`config.mk`:
```
export PLATFORM = sky130hd
export DESIGN_NAME = swovr_ctrl
export DESIGN_NICKNAME = d
export VERILOG_FILES = /design/src/rtl/swovr_pkg.sv /design/src/rtl/swovr_sync.sv /design/src/rtl/swovr_merge.sv /design/src/rtl/swovr_pulse.sv /design/src/rtl/swovr_ctrl.sv
export SDC_FILE = /design/constraint.sdc
export NUM_CORES = 1
export LEC_CHECK = 0
export ABC_CLOCK_PERIOD_IN_PS = 2750
export BUFFER_PORTS_ARGS = -buffer_cell sky130_fd_sc_hd__clkbuf_2
export CORE_ASPECT_RATIO = 1.2
export CORE_MARGIN = 1
export CORE_UTILIZATION = 60
export CTS_BUF_LIST = sky130_fd_sc_hd__clkbuf_2 sky130_fd_sc_hd__clkbuf_4 sky130_fd_sc_hd__clkbuf_8
export DETAILED_ROUTE_END_ITERATION = 10
export PLACE_DENSITY = 0.79
export SYNTH_ARGS = -nofsm -noshare
export SYNTH_HDL_FRONTEND = slang
export SYNTH_HIERARCHICAL = 1
export SYNTH_SLANG_ARGS = --single-unit
export TNS_END_PERCENT = 100
```
`constraint.sdc`:
```
create_clock -name clk -period 2.75 [get_ports clk]
set_input_delay 0.4125 -clock clk [delete_from_list [all_inputs] [get_ports clk]]
set_output_delay 0.4125 -clock clk [all_outputs]
set_load 0.005 [all_outputs]
```
`src/rtl/swovr_pkg.sv`:
```
package swovr_pkg;
    // Register offsets; the switch region holds a shadow/enable byte pair per switch
    localparam int OFF_HARD_RST = 0;
    localparam int OFF_SEQ_CTRL = 1;
    localparam int OFF_CLK_EN   = 2;
    localparam int OFF_CLK_WORD = 4;
    localparam int OFF_SW_BASE  = 32;
endpackage

```
`src/rtl/swovr_sync.sv`:
```
module swovr_sync #(
    parameter int W = 8
) (
    input  logic         clk,
    input  logic         rst_n,
    input  logic [W-1:0] async_in,
    output logic [W-1:0] sync_out
);
    typedef struct packed {
        logic [W-1:0] s1;
        logic [W-1:0] s2;
    } sync_t;

    sync_t sync_d, sync_q;

    always_comb begin
        sync_d.s1 = async_in;
        sync_d.s2 = sync_q.s1;
    end

    always_ff @(posedge clk or negedge rst_n) begin
        if (!rst_n) sync_q <= '0;
        else        sync_q <= sync_d;
    end

    assign sync_out = sync_q.s2;
endmodule

```
`src/rtl/swovr_merge.sv`:
```
module swovr_merge #(
    parameter int NUM = 8,
    parameter int W   = 8
) (
    input  logic [NUM*W-1:0] phys,
    input  logic [NUM*W-1:0] shadow,
    input  logic [NUM*W-1:0] enable,
    output logic [NUM*W-1:0] merged
);
    for (genvar g = 0; g < NUM; g++) begin : g_sw
        // per bit: enable high takes the shadow, low takes the pin
        assign merged[g*W +: W] = (enable[g*W +: W] & shadow[g*W +: W])
                                | (~enable[g*W +: W] & phys[g*W +: W]);
    end
endmodule

```
`src/rtl/swovr_pulse.sv`:
```
module swovr_pulse #(
    parameter int LEN   = 16,
    parameter int CNT_W = $clog2(LEN + 1)
) (
    input  logic clk,
    input  logic rst_n,
    input  logic trig,
    output logic active
);
    logic [CNT_W-1:0] cnt_d, cnt_q;

    always_comb begin
        cnt_d = cnt_q;
        if (cnt_q != '0)  cnt_d = cnt_q - 1'b1;
        else if (trig)    cnt_d = CNT_W'(LEN);
    end

    always_ff @(posedge clk or negedge rst_n) begin
        if (!rst_n) cnt_q <= '0;
        else        cnt_q <= cnt_d;
    end

    assign active = (cnt_q != '0);
endmodule

```
`src/rtl/swovr_ctrl.sv`:
```
module swovr_ctrl
    import swovr_pkg::*;
#(
    parameter int NUM_SW    = 8,
    parameter int DATA_W    = 8,
    parameter int ADDR_W    = 6,
    parameter int RST_CYC   = 16,
    parameter int CLK_BYTES = 3
) (
    input  logic                        clk,
    input  logic                        rst_n,
    input  logic [ADDR_W-1:0]           bus_addr,
    input  logic                        bus_wr,
    input  logic [DATA_W-1:0]           bus_wdata,
    output logic [DATA_W-1:0]           bus_rdata,
    input  logic [NUM_SW*DATA_W-1:0]    phys_sw,
    output logic [NUM_SW*DATA_W-1:0]    cfg_out,
    output logic                        board_rst,
    output logic [CLK_BYTES*DATA_W-1:0] sysclk_word,
    output logic                        sysclk_sel
);
    localparam int CFG_W  = NUM_SW * DATA_W;
    localparam int SW_SPAN = 2 * NUM_SW;

    typedef struct packed {
        logic [NUM_SW-1:0][DATA_W-1:0]    shadow;
        logic [NUM_SW-1:0][DATA_W-1:0]    enable;
        logic [CLK_BYTES-1:0][DATA_W-1:0] clk_byte;
        logic                             seq_bit;
        logic                             clk_en;
        logic [CFG_W-1:0]                 cfg;
    } regs_t;

    regs_t             st_d, st_q;
    logic [CFG_W-1:0]  phys_s;
    logic [CFG_W-1:0]  merged;
    logic              busy;
    logic              fire;
    logic [ADDR_W-1:0] rel;
    logic              in_sw;
    logic              seq_bit_q;

    swovr_sync #(.W(CFG_W)) u_sync (
        .clk      (clk),
        .rst_n    (rst_n),
        .async_in (phys_sw),
        .sync_out (phys_s)
    );

    swovr_merge #(.NUM(NUM_SW), .W(DATA_W)) u_merge (
        .phys   (phys_s),
        .shadow (st_q.shadow),
        .enable (st_q.enable),
        .merged (merged)
    );

    swovr_pulse #(.LEN(RST_CYC)) u_pulse (
        .clk    (clk),
        .rst_n  (rst_n),
        .trig   (fire),
        .active (busy)
    );

    always_comb begin
        st_d      = st_q;
        fire      = 1'b0;
        bus_rdata = '0;
        rel       = bus_addr - ADDR_W'(OFF_SW_BASE);
        in_sw     = (bus_addr >= ADDR_W'(OFF_SW_BASE)) && (rel < ADDR_W'(SW_SPAN));

        // register writes and trigger decode
        if (bus_wr) begin
            if (bus_addr == ADDR_W'(OFF_HARD_RST) && !busy) begin
                fire    = 1'b1;
                st_d.cfg = phys_s;
            end
            if (bus_addr == ADDR_W'(OFF_SEQ_CTRL)) begin
                st_d.seq_bit = bus_wdata[0];
                if (bus_wdata[0] && !st_q.seq_bit && !busy) begin
                    fire     = 1'b1;
                    st_d.cfg = merged;
                end
            end
            if (bus_addr == ADDR_W'(OFF_CLK_EN)) st_d.clk_en = bus_wdata[0];
            for (int b = 0; b < CLK_BYTES; b++) begin
                if (bus_addr == ADDR_W'(OFF_CLK_WORD + b)) st_d.clk_byte[b] = bus_wdata;
            end
            for (int i = 0; i < NUM_SW; i++) begin
                if (in_sw && rel[ADDR_W-1:1] == (ADDR_W-1)'(i)) begin
                    if (rel[0]) st_d.enable[i] = bus_wdata;
                    else        st_d.shadow[i] = bus_wdata;
                end
            end
        end

        // read mux: stored values only
        if (bus_addr == ADDR_W'(OFF_SEQ_CTRL))
            bus_rdata = {{(DATA_W-1){1'b0}}, st_q.seq_bit};
        if (bus_addr == ADDR_W'(OFF_CLK_EN))
            bus_rdata = {{(DATA_W-1){1'b0}}, st_q.clk_en};
        for (int b = 0; b < CLK_BYTES; b++) begin
            if (bus_addr == ADDR_W'(OFF_CLK_WORD + b)) bus_rdata = st_q.clk_byte[b];
        end
        for (int i = 0; i < NUM_SW; i++) begin
            if (in_sw && rel[ADDR_W-1:1] == (ADDR_W-1)'(i))
                bus_rdata = rel[0] ? st_q.enable[i] : st_q.shadow[i];
        end
    end

    always_ff @(posedge clk or negedge rst_n) begin
        if (!rst_n) st_q <= '0;
        else        st_q <= st_d;
    end

    // byte 0 carries the most significant bits of the clock word
    for (genvar gb = 0; gb < CLK_BYTES; gb++) begin : g_clkw
        assign sysclk_word[(CLK_BYTES-1-gb)*DATA_W +: DATA_W] = st_q.clk_byte[gb];
    end

    assign cfg_out    = st_q.cfg;
    assign sysclk_sel = st_q.clk_en;
    assign board_rst  = busy;
    assign seq_bit_q  = st_q.seq_bit;
endmodule

```
**Word-level counts from Yosys, hierarchy flattened**

Index checks and enable logic that the tools add are counted.

- $lt $le $gt $ge: 2
- Add/sub/neg operators: 2
- Reductions and logical operators: 39
- Equal/unequal tests: 12
- Multiplexer cells: 30
- Bitwise logic cells: 33

Operator list:

| cell | number |
|---|---|
| two-way mux 64 bit | 3 |
| two-way mux 8 bit | 20 |
| bitwise AND 8 bit | 16 |
| inverter 8 bit | 8 |
| OR 8 bit | 8 |
| AND reduction 3 bit | 16 |
| equality test 5 x 3 -> 1 bit (second input constant) | 4 |
| equality test 6 x 3 -> 1 bit (second input constant) | 3 |
| logical AND 1 bit | 12 |
| equality test 5 x 2 -> 1 bit (second input constant) | 2 |
| two-way mux 5 bit | 2 |
| AND reduction 2 bit | 5 |
| equality test 6 x 1 -> 1 bit (second input constant) | 1 |
| equality test 6 x 2 -> 1 bit (second input constant) | 1 |
| >= comparator 6 bit (second input constant) | 1 |
| logical NOT 6 bit | 1 |
| less-than comparator 6 x 5 -> 1 bit (second input constant) | 1 |
| subtractor 6 bit (second input constant) | 1 |
| equality test 5 x 1 -> 1 bit (second input constant) | 1 |
| logical NOT 5 bit | 1 |
| two-way mux 1 bit | 5 |
| nonzero test 5 bit | 1 |
| subtractor 5 x 1 -> 5 bit (second input constant) | 1 |
| logical NOT 1 bit | 2 |
| other kinds (2) | 2 |

- Register bits: 351
- Output and inout bits: 98
- Bits of input ports: 81
- Word-level logic and storage cells: 143

**Logic depth before layout (Yosys ltp)**

- Word-level depth: 14
- Gate-level depth with buffers: 13
- Depth with buffers taken out: 10

**Modules after synthesis**

The synthesis kept the hierarchy.

By module, submodules not included:

| module | area each (um2) | cells each | times used | sequential area each (um2) |
|---|---|---|---|---|
| swovr_ctrl | 11038.1 | 942 | 1 | 5455.2 |
| swovr_sync | 3203.1 | 128 | 1 | 3203.1 |
| swovr_merge | 960.9 | 64 | 1 | 0.0 |
| swovr_pulse | 260.2 | 24 | 1 | 125.1 |

**Worst setup path after synthesis**

OpenSTA, ideal clock, no wires.

- Path type: reg2reg
- From: register u_pulse.cnt_q[0]
- To: register u_pulse.cnt_q[4]
- Arrival time: 2.369 ns
- Clock period less this slack: 2.435 ns
- Required time: 2.685 ns
- Setup time: 0.065 ns
- Path buffers: 3
- Cell stages (with the launch flop): 14
- Setup slack: 0.315 ns
- Path through: dfrtp_1 inv_1 ha_1 nand2b_4 nor3_2 inv_1 nor4_1 o21ai_1 buf_2 buf_6 buf_6 inv_1 or4b_1 nand2_1

- Cells in the longest elaborated chain, start to end: 8
- Elaborated cells between the ends (all ways): 11
- Those cells by class: add/sub: 1; mux: 5; reduce/logical: 5

Ends and longest elaborated chain:

| element | RTL line | RTL |
|---|---|---|
| start: declaration | swovr_pulse.sv:10 | `logic [CNT_W-1:0] cnt_d, cnt_q;` |
| start signal: assignment | swovr_pulse.sv:20 | `else cnt_q <= cnt_d;` |
| nonzero test 5 bit (*) | swovr_pulse.sv:23 | `assign active = (cnt_q != '0);` |
| net board_rst | swovr_ctrl.sv:18 | `output logic board_rst,` |
| logical NOT 1 bit (*) | swovr_ctrl.sv:73, swovr_ctrl.sv:79 |  |
| logical AND 1 bit | swovr_ctrl.sv:73 | `if (bus_addr == ADDR_W'(OFF_HARD_RST) && !busy) begin` |
| two-way mux 1 bit | swovr_ctrl.sv:73 |  |
| two-way mux 1 bit | swovr_ctrl.sv:79 | `if (bus_wdata[0] && !st_q.seq_bit && !busy) begin` |
| two-way mux 1 bit (*) | swovr_ctrl.sv:77 | `if (bus_addr == ADDR_W'(OFF_SEQ_CTRL)) begin` |
| two-way mux 1 bit (*) | swovr_ctrl.sv:72 | `if (bus_wr) begin` |
| net fire | swovr_ctrl.sv:38 | `logic fire;` |
| nonzero test 2 bit (no line) (*) | n/a |  |

Mark *: on every way through the listed nets, which the timed path passes. The rest lies on a longest branch.
A chain may end at the register's enable or synchronous reset.

**Final worst setup path**

- From: register st_q[121] (netlist bit)
- To: output bus_rdata[7]

- Cells in the longest elaborated chain, start to end: 6

Ends and longest elaborated chain:

| element | RTL line | RTL |
|---|---|---|
| start: declaration | swovr_ctrl.sv:34 | `regs_t st_d, st_q;` |
| start signal: assignment | swovr_ctrl.sv:112 | `else st_q <= st_d;` |
| two-way mux 8 bit | swovr_ctrl.sv:106 | `bus_rdata = rel[0] ? st_q.enable[i] : st_q.shadow[i];` |
| two-way mux 8 bit (5 in series) | swovr_ctrl.sv:105 | `if (in_sw && rel[ADDR_W-1:1] == (ADDR_W-1)'(i))` |
| end: declaration | swovr_ctrl.sv:15 | `output logic [DATA_W-1:0] bus_rdata,` |

No other way between the ends.

==> metrics.txt <==
die outline height=178 µm; post-DR wirelength/cell=~21 µm; Seq. cell area=8780 µm²; # nets final=roughly 1,400; multi-input logic area=between 5000 and 6000 µm²; syn_nets=~1,200; CP Capture Type=output pin; synth top area cells=dfrtp_1, mux2_2, mux2i_1; Max Clock Skew=slightly below 0.02 ns; crit start category=flop; CP top delay family=compound AO/OA/AOI/OAI gates; DRT Pass-1 Iters=5; Starting Density=0.609; CP max FO=3; max cap viols=0; syn_area_per_cell=about 13 µm²; pwr/cell area=around 680 nW/µm²; Top FF cell, synth=dfrtp_1; CTS root buf=clkbuf_8; met2 Usage GRT=0.483; most numerous cell in the Yosys netlist=dfrtp_1; Rel. slew slack=0.591; Synth Instances=about 1,200; met3 usage=0.0578; M1 GR Usage=0.359; Hold WS=0.340 ns; Setup TNS=0 ns; total track usage=0.285; Peak VDD IR=slightly below 500 µV; Worst-Margin Slew=between 0.6 and 0.7 ns; first-pass GRT wire length=roughly 57,000 µm; IO Port Bufs=between 150 and 200; async set-reset flop share out of synthesis=1.00; crit path buf inv count=1; dpl hpwl=between 20,000 and 25,000 µm; boundary pin count=roughly 180; Leak=~8.6 nW; ANT nets after route=0; status=completed; Iteration-0 DRC Markers=approximately 500; layout cell share with drive strength beyond 1=0.405; vias per cell=about 5.7; grt ovf=0; FMAX=378 MHz; CTS clock-pin slew for the worst setup and hold paths=about 0.060 ns; CTS tree=built; part of the Yosys area used for sequential elements=0.568; CTS sink count=351; final period utilization=0.962; Final Max Tran Viols=0; Die W=roughly 150 µm; Area growth syn-to-layout=16.9%; EDFF count, synth=0; Critical-path top delay cell=dfrtp_1; hold crit path type=flop to flop; WL final=roughly 37,000 µm; clk_lat worst skew=between 0.5 and 0.6 ns; Synth area leader=dfrtp_1; die area=26,400 µm²; Num CTS Buffers=55; H-tree depth=2; Critical Path RT=2.34 ns; critical path cell sequence=mux2i_1 -> o22ai_1 -> a2111oi_1 -> o21ai_1 -> clkbuf_2; Ys Warns=6; maximum number of pins on one net before global-route repair=a little over 80; Commonest cells post-synth=dfrtp_1, mux2_2, mux2i_1, buf_4, nand2_1; Fill cells=between 1,500 and 2,000; mapped cell area=around 15,000 µm²; fin crit period=about 2.6 ns; crit-path max cell delay=approximately 0.43 ns; Top Usage Layer GRT=met2; core box area=about 25,000 µm²; critical path arrival=about 2.2 ns; drt drc=0; Max Root-Sink Buffers=3; routability cong.=between 0.8 and 0.9; critical path class=flop to output pin; via count=approximately 10,000; vias in the first global route=a little over 10,000; antenna violations before repair=1; #FFs+latches synth=around 350; RSZ-0062 raised after global routing=false; Core Rows=64; Fin. Hold Viols=0; Synth top area share=0.568; number of distinct library cells after synthesis=46; Final setup viols=0
## registers in the layout, summed over array words and instances (netlist names)
register         cells
st_q               128
cfg_out             64
u_sync/sync_d       64
u_sync/sync_out     64
sysclk_word         24
u_pulse/cnt_q        5
seq_bit_q            1
sysclk_sel           1
## worst paths after layout
check                      slack (ns)                             to                          from  cells past startpoint
max reg2reg                      0.14        cfg_out[22]$_DFFE_PN0P_  u_pulse/cnt_q[0]$_DFFE_PN0P_                      9
max in group asynchronous        1.52          st_q[182]$_DFFE_PN0P_                         rst_n                      3
min in group asynchronous        0.41          st_q[138]$_DFFE_PN0P_                         rst_n                      2
min                              0.34  u_sync/sync_out[18]$_DFF_PN0_   u_sync/sync_d[18]$_DFF_PN0_                      0
min reg2reg                      0.34  u_sync/sync_out[18]$_DFF_PN0_   u_sync/sync_d[18]$_DFF_PN0_                      0
max                              0.10                   bus_rdata[7]         st_q[121]$_DFFE_PN0P_                      5
## final cells by class
type / count / share of cell area
Clock inverter: 12 / 0.00658
Timing Repair Buffer: 281 / 0.109
Sequential cell: 351 / 0.486
Clock buffer: 86 / 0.0586
Inverter: 5 / 0.00104
Antenna cell: 1 / 0.000138
Multi-Input combinational cell: 651 / 0.316
Tap cell: 330 / 0.0229
## through the flow
stage	power [mW]	instance area, µm²	utilization	worst slack, ns	std cells
after floorplan	7.17	15500	-	0.315	1158
after global placement	7.64	16200	0.639	0.0212	1553
after detailed placement	7.71	16200	0.639	0.0865	1553
after CTS	12.4	18100	0.711	0.0347	1716
after global routing	12.8	18100	0.712	0.00370	1717
final	12.3	18100	0.712	0.104	1717
## worst register-to-register path: stages, from the launching register on
cell	delay [ns]
dfrtp_1	0.42
inv_1	0.07
ha_1	0.22
nand2b_4	0.08
nor3_2	0.29
inv_1	0.21
nor3_4	0.39
buf_12	0.30
mux2i_1	0.41
o21ai_1	0.10
## cells by family (layout without fill, tap and decap cells)
kind of cell / Yosys count / in the layout / share of synthesized area
adders and majority gates: 1 / 1 / 0.000809
muxes: 358 / 358 / 0.266
buffers and inverters: 156 / 384 / 0.0647
and+or+nand+nor: 161 / 161 / 0.0503
xor gates and xnor gates: 1 / 1 / 0.000567
AOI/OAI and AO/OA: 130 / 130 / 0.0498
other: 0 / 1 / 0
DFF: 351 / 351 / 0.568
## per-layer routing
metal	vias up	share of wire	routed length, µm
li1	4392	-	-
met1	4910	0.40	14800
met2	332	0.50	18400
met3	85	0.058	2130
met4	0	0.035	1290
met5	-	0	0
## power breakdown
group / switching [mW] / internal (mW)
registers: 0.456 / 5.68
clock network: 1.98 / 2.63
logic: 0.703 / 0.887
## timing repair
item	CTS	global route
resized for setup	1	8
hold buffers	65	0
buffers inserted	0	0
setup endpoints to repair	1	4
hold endpoints to repair	122	0
## cell usage in the layout, fill, tap and decap left out, drive strengths merged, types with 6 or more instances in the layout
master,count
a2111oi,7
a221o,7
a221oi,6
buf,40
clkbuf,262
clkinv,7
dfrtp,351
dlygate4sd3,65
inv,6
mux2,229
mux2i,129
nand2,81
nand2b,7
nand3,12
nor2,29
nor3,11
o21ai,89
o22ai,8
(Power assumes the default switching activity.)
